## config.mk

```make
export PLATFORM = sky130hd
export DESIGN_NAME = bp_direction_predictor
export DESIGN_NICKNAME = d
export VERILOG_FILES = /design/src/rtl/bp_pkg.sv /design/src/rtl/bp_ctr_table.sv /design/src/rtl/bp_hist_table.sv /design/src/rtl/bp_direction_predictor.sv
export SDC_FILE = /design/constraint.sdc
export NUM_CORES = 1
export LEC_CHECK = 0
export BUFFER_PORTS_ARGS = -buffer_cell sky130_fd_sc_hd__buf_2
export CAP_MARGIN = 10
export CELL_PAD_IN_SITES_DETAIL_PLACEMENT = 1
export CELL_PAD_IN_SITES_GLOBAL_PLACEMENT = 1
export CORE_MARGIN = 1
export CORE_UTILIZATION = 47
export CTS_CLUSTER_SIZE = 20
export DETAILED_ROUTE_END_ITERATION = 10
export PLACE_DENSITY_LB_ADDON = 0.3
export SYNTH_ARGS = -nofsm -noshare
export SYNTH_HDL_FRONTEND = slang
export SYNTH_SLANG_ARGS = --single-unit
```

## constraint.sdc

```tcl
create_clock -name clk -period 3.23 [get_ports clk]
set_input_delay 0.1615 -clock clk [delete_from_list [all_inputs] [get_ports clk]]
set_output_delay 0.1615 -clock clk [all_outputs]
set_load 0.01 [all_outputs]
```

## src/rtl/bp_pkg.sv

```systemverilog
package bp_pkg;

    typedef enum logic [1:0] {
        MODE_NOT_TAKEN = 2'd0,
        MODE_TAKEN     = 2'd1,
        MODE_BIMODAL   = 2'd2,
        MODE_TWO_LEVEL = 2'd3
    } bp_mode_e;

    typedef logic [1:0] ctr2_t;

    localparam ctr2_t CTR_RESET = 2'd1;
    localparam ctr2_t CTR_MAX   = 2'd3;
    localparam ctr2_t CTR_MIN   = 2'd0;

    // saturating step of a two-bit confidence counter
    function automatic ctr2_t ctr_step(input ctr2_t cur, input logic taken);
        ctr2_t nxt;
        nxt = cur;
        if (taken) begin
            if (cur != CTR_MAX) nxt = cur + 2'd1;
        end else begin
            if (cur != CTR_MIN) nxt = cur - 2'd1;
        end
        return nxt;
    endfunction

    function automatic logic ctr_says_taken(input ctr2_t cur);
        return cur[1];
    endfunction

endpackage

```

## src/rtl/bp_ctr_table.sv

```systemverilog
module bp_ctr_table
    import bp_pkg::*;
#(
    parameter int ENTRIES = 16,
    parameter int IDX_W   = $clog2(ENTRIES)
) (
    input  logic             clk,
    input  logic             rst_n,
    input  logic [IDX_W-1:0] rd_idx,
    output ctr2_t            rd_ctr,
    input  logic             wr_en,
    input  logic [IDX_W-1:0] wr_idx,
    input  logic             wr_taken
);

    typedef struct {
        ctr2_t ctr [ENTRIES];
    } tbl_state_t;

    tbl_state_t st_d, st_q;

    always_comb begin
        st_d = st_q;
        if (wr_en) begin
            st_d.ctr[wr_idx] = ctr_step(st_q.ctr[wr_idx], wr_taken);
        end
    end

    always_ff @(posedge clk or negedge rst_n) begin
        if (!rst_n) begin
            for (int i = 0; i < ENTRIES; i++) begin
                st_q.ctr[i] <= CTR_RESET;
            end
        end else begin
            st_q <= st_d;
        end
    end

    assign rd_ctr = st_q.ctr[rd_idx];

endmodule

```

## src/rtl/bp_hist_table.sv

```systemverilog
module bp_hist_table #(
    parameter int ENTRIES = 8,
    parameter int HIST_W  = 4,
    parameter int IDX_W   = $clog2(ENTRIES)
) (
    input  logic              clk,
    input  logic              rst_n,
    input  logic [IDX_W-1:0]  rd_a_idx,
    output logic [HIST_W-1:0] rd_a_hist,
    input  logic [IDX_W-1:0]  rd_b_idx,
    output logic [HIST_W-1:0] rd_b_hist,
    input  logic              wr_en,
    input  logic [IDX_W-1:0]  wr_idx,
    input  logic              wr_taken
);

    typedef logic [HIST_W-1:0] hist_t;

    typedef struct {
        hist_t hist [ENTRIES];
    } hist_state_t;

    hist_state_t st_d, st_q;

    always_comb begin
        st_d = st_q;
        if (wr_en) begin
            // newest outcome enters at bit 0, oldest falls off the top
            st_d.hist[wr_idx] = HIST_W'({st_q.hist[wr_idx], wr_taken});
        end
    end

    always_ff @(posedge clk or negedge rst_n) begin
        if (!rst_n) begin
            for (int i = 0; i < ENTRIES; i++) begin
                st_q.hist[i] <= '0;
            end
        end else begin
            st_q <= st_d;
        end
    end

    assign rd_a_hist = st_q.hist[rd_a_idx];
    assign rd_b_hist = st_q.hist[rd_b_idx];

endmodule

```

## src/rtl/bp_direction_predictor.sv

```systemverilog
module bp_direction_predictor
    import bp_pkg::*;
#(
    parameter int ADDR_W      = 32,
    parameter int ALIGN_BITS  = 2,
    parameter int BIM_ENTRIES = 16,
    parameter int L1_ENTRIES  = 8,
    parameter int HIST_W      = 4,
    parameter int L2_ENTRIES  = 16
) (
    input  logic              clk,
    input  logic              rst_n,
    input  logic [1:0]        mode_i,
    input  logic              lk_valid_i,
    input  logic [ADDR_W-1:0] lk_addr_i,
    output logic              pred_valid_o,
    output logic              pred_taken_o,
    input  logic              up_valid_i,
    input  logic [ADDR_W-1:0] up_addr_i,
    input  logic              up_taken_i
);

    localparam int BIM_IDX_W = $clog2(BIM_ENTRIES);
    localparam int L1_IDX_W  = $clog2(L1_ENTRIES);
    localparam int L2_IDX_W  = $clog2(L2_ENTRIES);

    typedef struct packed {
        logic valid;
        logic taken;
    } out_state_t;

    logic [ADDR_W-1:0]    lk_word, up_word;
    logic [BIM_IDX_W-1:0] bim_lk_idx, bim_up_idx;
    logic [L1_IDX_W-1:0]  l1_lk_idx, l1_up_idx;
    logic [L2_IDX_W-1:0]  l2_lk_idx, l2_up_idx;
    logic [HIST_W-1:0]    lk_hist, up_hist;
    ctr2_t                bim_lk_ctr, l2_lk_ctr;
    out_state_t           st_d, st_q;
    bp_mode_e             mode;
    logic                 unused_bits;

    // strip the alignment bits, then keep only what each table indexes
    assign lk_word    = lk_addr_i >> ALIGN_BITS;
    assign up_word    = up_addr_i >> ALIGN_BITS;
    assign bim_lk_idx = BIM_IDX_W'(lk_word);
    assign bim_up_idx = BIM_IDX_W'(up_word);
    assign l1_lk_idx  = L1_IDX_W'(lk_word);
    assign l1_up_idx  = L1_IDX_W'(up_word);
    assign l2_lk_idx  = L2_IDX_W'(lk_hist);
    assign l2_up_idx  = L2_IDX_W'(up_hist);
    assign mode       = bp_mode_e'(mode_i);

    assign unused_bits = ^{lk_word, up_word, lk_hist, up_hist,
                           bim_lk_ctr[0], l2_lk_ctr[0]};

    bp_ctr_table #(
        .ENTRIES (BIM_ENTRIES)
    ) u_bim (
        .clk      (clk),
        .rst_n    (rst_n),
        .rd_idx   (bim_lk_idx),
        .rd_ctr   (bim_lk_ctr),
        .wr_en    (up_valid_i),
        .wr_idx   (bim_up_idx),
        .wr_taken (up_taken_i)
    );

    bp_hist_table #(
        .ENTRIES (L1_ENTRIES),
        .HIST_W  (HIST_W)
    ) u_hist (
        .clk       (clk),
        .rst_n     (rst_n),
        .rd_a_idx  (l1_lk_idx),
        .rd_a_hist (lk_hist),
        .rd_b_idx  (l1_up_idx),
        .rd_b_hist (up_hist),
        .wr_en     (up_valid_i),
        .wr_idx    (l1_up_idx),
        .wr_taken  (up_taken_i)
    );

    bp_ctr_table #(
        .ENTRIES (L2_ENTRIES)
    ) u_pattern (
        .clk      (clk),
        .rst_n    (rst_n),
        .rd_idx   (l2_lk_idx),
        .rd_ctr   (l2_lk_ctr),
        .wr_en    (up_valid_i),
        .wr_idx   (l2_up_idx),
        .wr_taken (up_taken_i)
    );

    always_comb begin
        st_d.valid = lk_valid_i;
        st_d.taken = 1'b0;
        if (lk_valid_i) begin
            unique case (mode)
                MODE_NOT_TAKEN: st_d.taken = 1'b0;
                MODE_TAKEN:     st_d.taken = 1'b1;
                MODE_BIMODAL:   st_d.taken = ctr_says_taken(bim_lk_ctr);
                MODE_TWO_LEVEL: st_d.taken = ctr_says_taken(l2_lk_ctr);
                default:        st_d.taken = 1'b0;
            endcase
        end
    end

    always_ff @(posedge clk or negedge rst_n) begin
        if (!rst_n) begin
            st_q <= '0;
        end else begin
            st_q <= st_d;
        end
    end

    assign pred_valid_o = st_q.valid;
    assign pred_taken_o = st_q.taken;

endmodule

```

==> impl_metrics.ini, run 1 <==
[global_route]
grt_pass1_vias = 4191
antenna_found_initial = 0
grt_max_degree = 87
grt_pass1_wl_mm = 23.5
grt.total_usage = 0.251
grt-ovfl-total = 0

[setup_path]
r2r_setup_slack_ns = 0.21
critPathBufInv = 1
critPathMaxFanout = 16
crit_top_cell = mux2i_1
start_kind = flop
worstReg2RegEnd = u_pattern.st_q[21]$_DFFE_PN0P_
crit_type = flop to flop
reg2regPathDepth = 9
cp_top_family = multiplexers
crit_path_cell_trace = mux4_1 > mux2i_4 > buf_4 > mux2i_1 > mux2i_1 > o22ai_1 > nor2_1 > maj3_2 > mux2_2
cp-end-kind = flop
crit_slowest_cell = mux4_1
slowest_delay_ns = 0.56
cp.depth = 9
rr_startpoint = u_hist.st_q[25]$_DFFE_PN0P_
cp.arrival_ns = 3.25
cp.required_ns = 3.46

[placed_design]
portBuffers = 16
dp_hpwl_mm = 10.4
place_area_um2 = 5810
gp_congestion = 0.815

[drt]
wl_met2_mm = 7.31
wl_mm = 14.3
dr.max_layer_used = met4
remaining_drc_errors = 2
final_antenna_net_count = 0
wl_per_cell_um = 23.3
via_count = 3866
viasPerCell = 6.31
drtIter0Drc = 143
route.met3.wl_um = 659
m1WireLength_mm = 5.94
drt-pass1-iter-count = 7

[sta]
relSlewSlack = 0.598
hold_slack_ns = 0.00696
max_freq_mhz = 332
rsz0062_at_grt = no
fin_crit_sh = 0.934
maxSlewViolCount = 0
skew_ns = 0.00797
finalHoldViolCount = 0
finalSetupViolCount = 0
min_period_ns = 3.02
setup_tns_ns = 0
worstMarginPinSlew_ns = 0.601

[floorplanning]
initial_core_util = 0.488
core_area_um2 = 11500
dieArea_um2 = 12400
die_h_um = 111
ios = 73
rows = 39
die_w_um = 111

[clock_network]
ctsResizeCount = 0
clk_pin_slew_ns = 0.07
numCtsBuffers = 9
root_buffer = clkbuf_16
clock_path_buffers = 2
tritoncts = done
cts_sinks = 98
htree_num_levels = 3
clock_latency_ns = 0.35
post_cts.repair.setup_buffers = 0
ctsHoldBuffers = 1

[hold_path]
worst_hold_path_type = input port to flop
whs_endpoint = pred_taken_o$_DFF_PN0_
min_delay_path_depth = 2
worstHoldStart = mode_i[1]

[synthesis]
async_flop_share = 1.00
yosysMostFrequentCell = mux2_2
synth_area_leaders = dfrtp_1 29%, mux2_2 18%, dfstp_2 15%
postSynthCellCount = 446
ys_seq_area_frac = 0.443
synth-edff-count = 0
syn_area_per_cell_um2 = 12.6
synth_largest_area_cell = dfrtp_1
synth_common_cells = 88 x mux2_2, 66 x dfrtp_1, 32 x dfstp_2
syn_area_um2 = 5620
synth_top_flop_cell = dfrtp_1
synthesis.nets = 517
synth_top_area_frac = 0.294
synth_warnings = 0
ys_seq_elements = 98
yosysUniqueCellTypes = 45

[pwr]
leakage_uw = 0.00264
pwr_density_cell_nw_per_um2 = 819
finalPower_uw = 5070
peakVddDrop_v = 0.000414

[run]
max_cap_violations = 0

[cells_and_area]
n_antenna_cell = 0
final_core_util = 0.538
area.growth.synth_to_final_pct = 10.1
layout-drive-gt1-share = 0.436
fin_area_um2 = 6190
fin_nets = 536

[outcome]
status = finished, violations left
failed_checks = DRC
per-stage QoR:
stage | worst slack [ns] | cells
finish | 0.214 | 613
detailed placement | 0.198 | 594
CTS | 0.211 | 611
global route | 0.0566 | 613
floorplan | 0.426 | 446
global placement | 0.249 | 594
worst max-delay path by stage:
stage | from | to
2_1_floorplan | u_hist.st_q[25]$_DFFE_PN0P_ | u_pattern.st_q[7]$_DFFE_PN0P_
4_1_cts | u_hist.st_q[25]$_DFFE_PN0P_ | u_pattern.st_q[21]$_DFFE_PN0P_
6_report | u_hist.st_q[25]$_DFFE_PN0P_ | u_pattern.st_q[21]$_DFFE_PN0P_
5_1_grt | u_hist.st_q[13]$_DFFE_PN0P_ | u_pattern.st_q[5]$_DFFE_PN0P_
3_3_place_gp | up_addr_i[2] | u_pattern.st_q[8]$_DFFE_PN1P_
3_5_place_dp | up_addr_i[2] | u_pattern.st_q[12]$_DFFE_PN1P_
report_power, final:
part	internal (uW)	switching (uW)
logic	889	801
registers	1810	376
clock network	722	476
state kept, by name, indices dropped and copies added, names as in the netlist:
name / count
u_pattern.st_q: 32
u_bim.st_q: 32
pred_taken_o: 1
pred_valid_o: 1
u_hist.st_q: 32
layer usage:
metal,up-vias,track usage
li1,1719,-
met1,2005,0.317
met2,110,0.425
met3,32,0.0506
met4,0,0.0955
met5,-,0
logic make-up (layout without fill, tap and decap cells):
family,count (synthesis),count (layout),share of synthesized area
AO/OA/AOI/OAI,52,52,0.0612
adder cells (fa/ha/maj),4,4,0.00801
buffers and inverters,36,60,0.0398
flip-flops,98,98,0.443
multiplexers,150,150,0.358
AND/OR/NAND/NOR,106,106,0.0894
final cells by class:
cell class | instances | area [um^2]
multi-input cells | 312 | 2910
inverters | 10 | 37.5
well taps | 143 | 179
repair buffers | 34 | 243
fillers | 1184 | 5330
flip-flops and latches | 98 | 2490
clock buffers | 12 | 256
clock inverters | 4 | 75.1
cell usage in the layout (no fill, tap or decap), types with 3 or more instances in the layout:
| master | n |
|---|---|
| a211oi_1 | 3 |
| a31oi_1 | 6 |
| and3_1 | 3 |
| buf_2 | 15 |
| buf_4 | 16 |
| clkbuf_16 | 9 |
| dfrtp_1 | 66 |
| dfstp_2 | 32 |
| inv_1 | 9 |
| maj3_2 | 4 |
| mux2_2 | 88 |
| mux2i_1 | 30 |
| mux4_2 | 30 |
| nand2_1 | 30 |
| nand2b_1 | 4 |
| nand3_1 | 16 |
| nand3b_1 | 5 |
| nand4_1 | 6 |
| nor2_1 | 29 |
| nor3_1 | 3 |
| o211ai_1 | 6 |
| o21ai_0 | 16 |
| o221ai_1 | 4 |
| o22ai_1 | 6 |
worst reg2reg max path, cell delays in order, from the launching register on:
cell,delay (ns)
dfrtp_1,0.40
mux4_1,0.56
mux2i_4,0.33
buf_4,0.27
mux2i_1,0.20
mux2i_1,0.11
o22ai_1,0.18
nor2_1,0.09
maj3_2,0.44
mux2_2,0.32
Note: power is estimated with default switching activity, not from simulation.
==> run 2, diff against run 1 <==
Settings changed: CORE_UTILIZATION 47 to 35, CTS_BUF_LIST from default to sky130_fd_sc_hd__clkbuf_4, GPL_TIMING_DRIVEN from default to 0.
==> impl_metrics.ini, run 2 (synthesized netlist as in run 1, its figures left out) <==
[clock_network]
clk_pin_slew_ns = 0.15
root_buffer = clkbuf_4
cts_sinks = 98
clock_latency_ns = 0.49
tritoncts = done
clock_path_buffers = 2
htree_num_levels = 3
numCtsBuffers = 9

[setup_path]
reg2regPathDepth = 9
critPathMaxFanout = 16
r2r_setup_slack_ns = 0.15
start_kind = flop
cp.required_ns = 3.60
cp.arrival_ns = 3.44
cp-end-kind = flop
crit_type = flop to flop

[cells_and_area]
reg_top3 = u_bim.st_q: 32 flops, u_hist.st_q: 32 flops, u_pattern.st_q: 32 flops
final_common_cell = mux2_2
area.growth.synth_to_final_pct = 9.52
layout-drive-gt1-share = 0.415
n_antenna_cell = 0
final_cell_mix = 88 x mux2_2, 66 x dfrtp_1, 32 x dfstp_2
fin_nets = 545

[sta]
relSlewSlack = 0.371
fin_crit_sh = 0.953
min_period_ns = 3.08
setup_tns_ns = 0
rsz0062_at_grt = no
worstMarginPinSlew_ns = 0.939
finalHoldViolCount = 0
skew_ns = 0.0290
max_freq_mhz = 325
maxSlewViolCount = 0
finalSetupViolCount = 0

[drt]
final_antenna_net_count = 0
drtIter0Drc = 200
remaining_drc_errors = 0
viasPerCell = 5.67
drt-pass1-iter-count = 4
wl_mm = 15.0
via_count = 3911
wl_per_cell_um = 21.7

[global_route]
grt-ovfl-total = 0
grt.total_usage = 0.201
grt_pass1_vias = 4279
antenna_found_initial = 1
grt_max_degree = 74
grt_pass1_wl_mm = 24.6

[placed_design]
gp_congestion = 0.811
portBuffers = 12
dp_hpwl_mm = 11.1

[floorplanning]
dieArea_um2 = 16600
initial_core_util = 0.365
core_area_um2 = 15400
die_w_um = 129
rows = 45
die_h_um = 129
ios = 73

[outcome]
status = completed

[pwr]
finalPower_uw = 4570
pwr_density_cell_nw_per_um2 = 743
leakage_uw = 0.00257
peakVddDrop_v = 0.000276

[run]
max_cap_violations = 0

[hold_path]
worst_hold_path_type = input port to asynchronous set/reset pin
==> run 2: where the power goes <==
group,internal [uW],switching (uW)
Sequential,1800,370
Combinational,919,824
Clock,233,428
Total,2950,1620
==> run 2: path summary, 6_finish.rpt <==
path	startpoint	endpoint
max reg2reg	u_hist.st_q[25]$_DFFE_PN0P_	u_pattern.st_q[15]$_DFFE_PN0P_
max	u_hist.st_q[25]$_DFFE_PN0P_	u_pattern.st_q[15]$_DFFE_PN0P_
max in group asynchronous	rst_n	u_bim.st_q[30]$_DFFE_PN1P_
min reg2reg	u_bim.st_q[9]$_DFFE_PN0P_	u_bim.st_q[9]$_DFFE_PN0P_
min in group clk	up_addr_i[2]	u_hist.st_q[21]$_DFFE_PN0P_
min	rst_n	pred_taken_o$_DFF_PN0_
==> run 2: metrics by stage <==
step | setup WS [ns] | utilization | cells | hold slack, ns | area, um^2
after floorplan | 0.426 | - | 446 | -0.134 | 5620
after global placement | -0.0935 | 0.386 | 669 | 0.287 | 5950
after detailed placement | -0.191 | 0.388 | 670 | 0.102 | 5980
after CTS | 0.00424 | 0.400 | 691 | 0.0870 | 6160
after global routing | 0.0325 | 0.399 | 690 | 0.112 | 6160
final | 0.152 | 0.399 | 690 | 0.110 | 6160
==> run 2: routing by layer <==
| layer | vias to the layer above | share of wire | wire length [um] | track usage |
|---|---|---|---|---|
| met5 | - | 0.00080 | 12 | 0 |
| met4 | 2 | 0.015 | 224 | 0.0616 |
| met3 | 23 | 0.035 | 517 | 0.0441 |
| met2 | 68 | 0.51 | 7640 | 0.343 |
| met1 | 2075 | 0.44 | 6570 | 0.254 |
| li1 | 1743 | - | - | - |
==> run 2: cell type report <==
type	instances	area, um^2
fillers	1701	9270
multi-input cells	312	2910
flip-flops and latches	98	2490
well taps	211	264
plain buffers	25	181
repair buffers	18	138
clock buffers	9	67.6
clock inverters	7	67.6
inverters	10	37.5
==> run 2: what timing repair did <==
| item | CTS | global route |
|---|---|---|
| endpoints found under the hold margin | 75 | 0 |
| resized for setup | 1 | 0 |
| setup buffers | 1 | 0 |
| setup endpoints to repair | 10 | 10 |
| hold buffers | 4 | 0 |
==> run 2: worst max-delay path: stages (launching register included) <==
cell,delay [ns]
dfrtp_1,0.44
mux4_1,0.57
mux2i_4,0.22
buf_6,0.21
mux2i_2,0.27
mux2i_1,0.10
o22a_2,0.23
and3_1,0.17
maj3_2,0.44
mux2_2,0.31
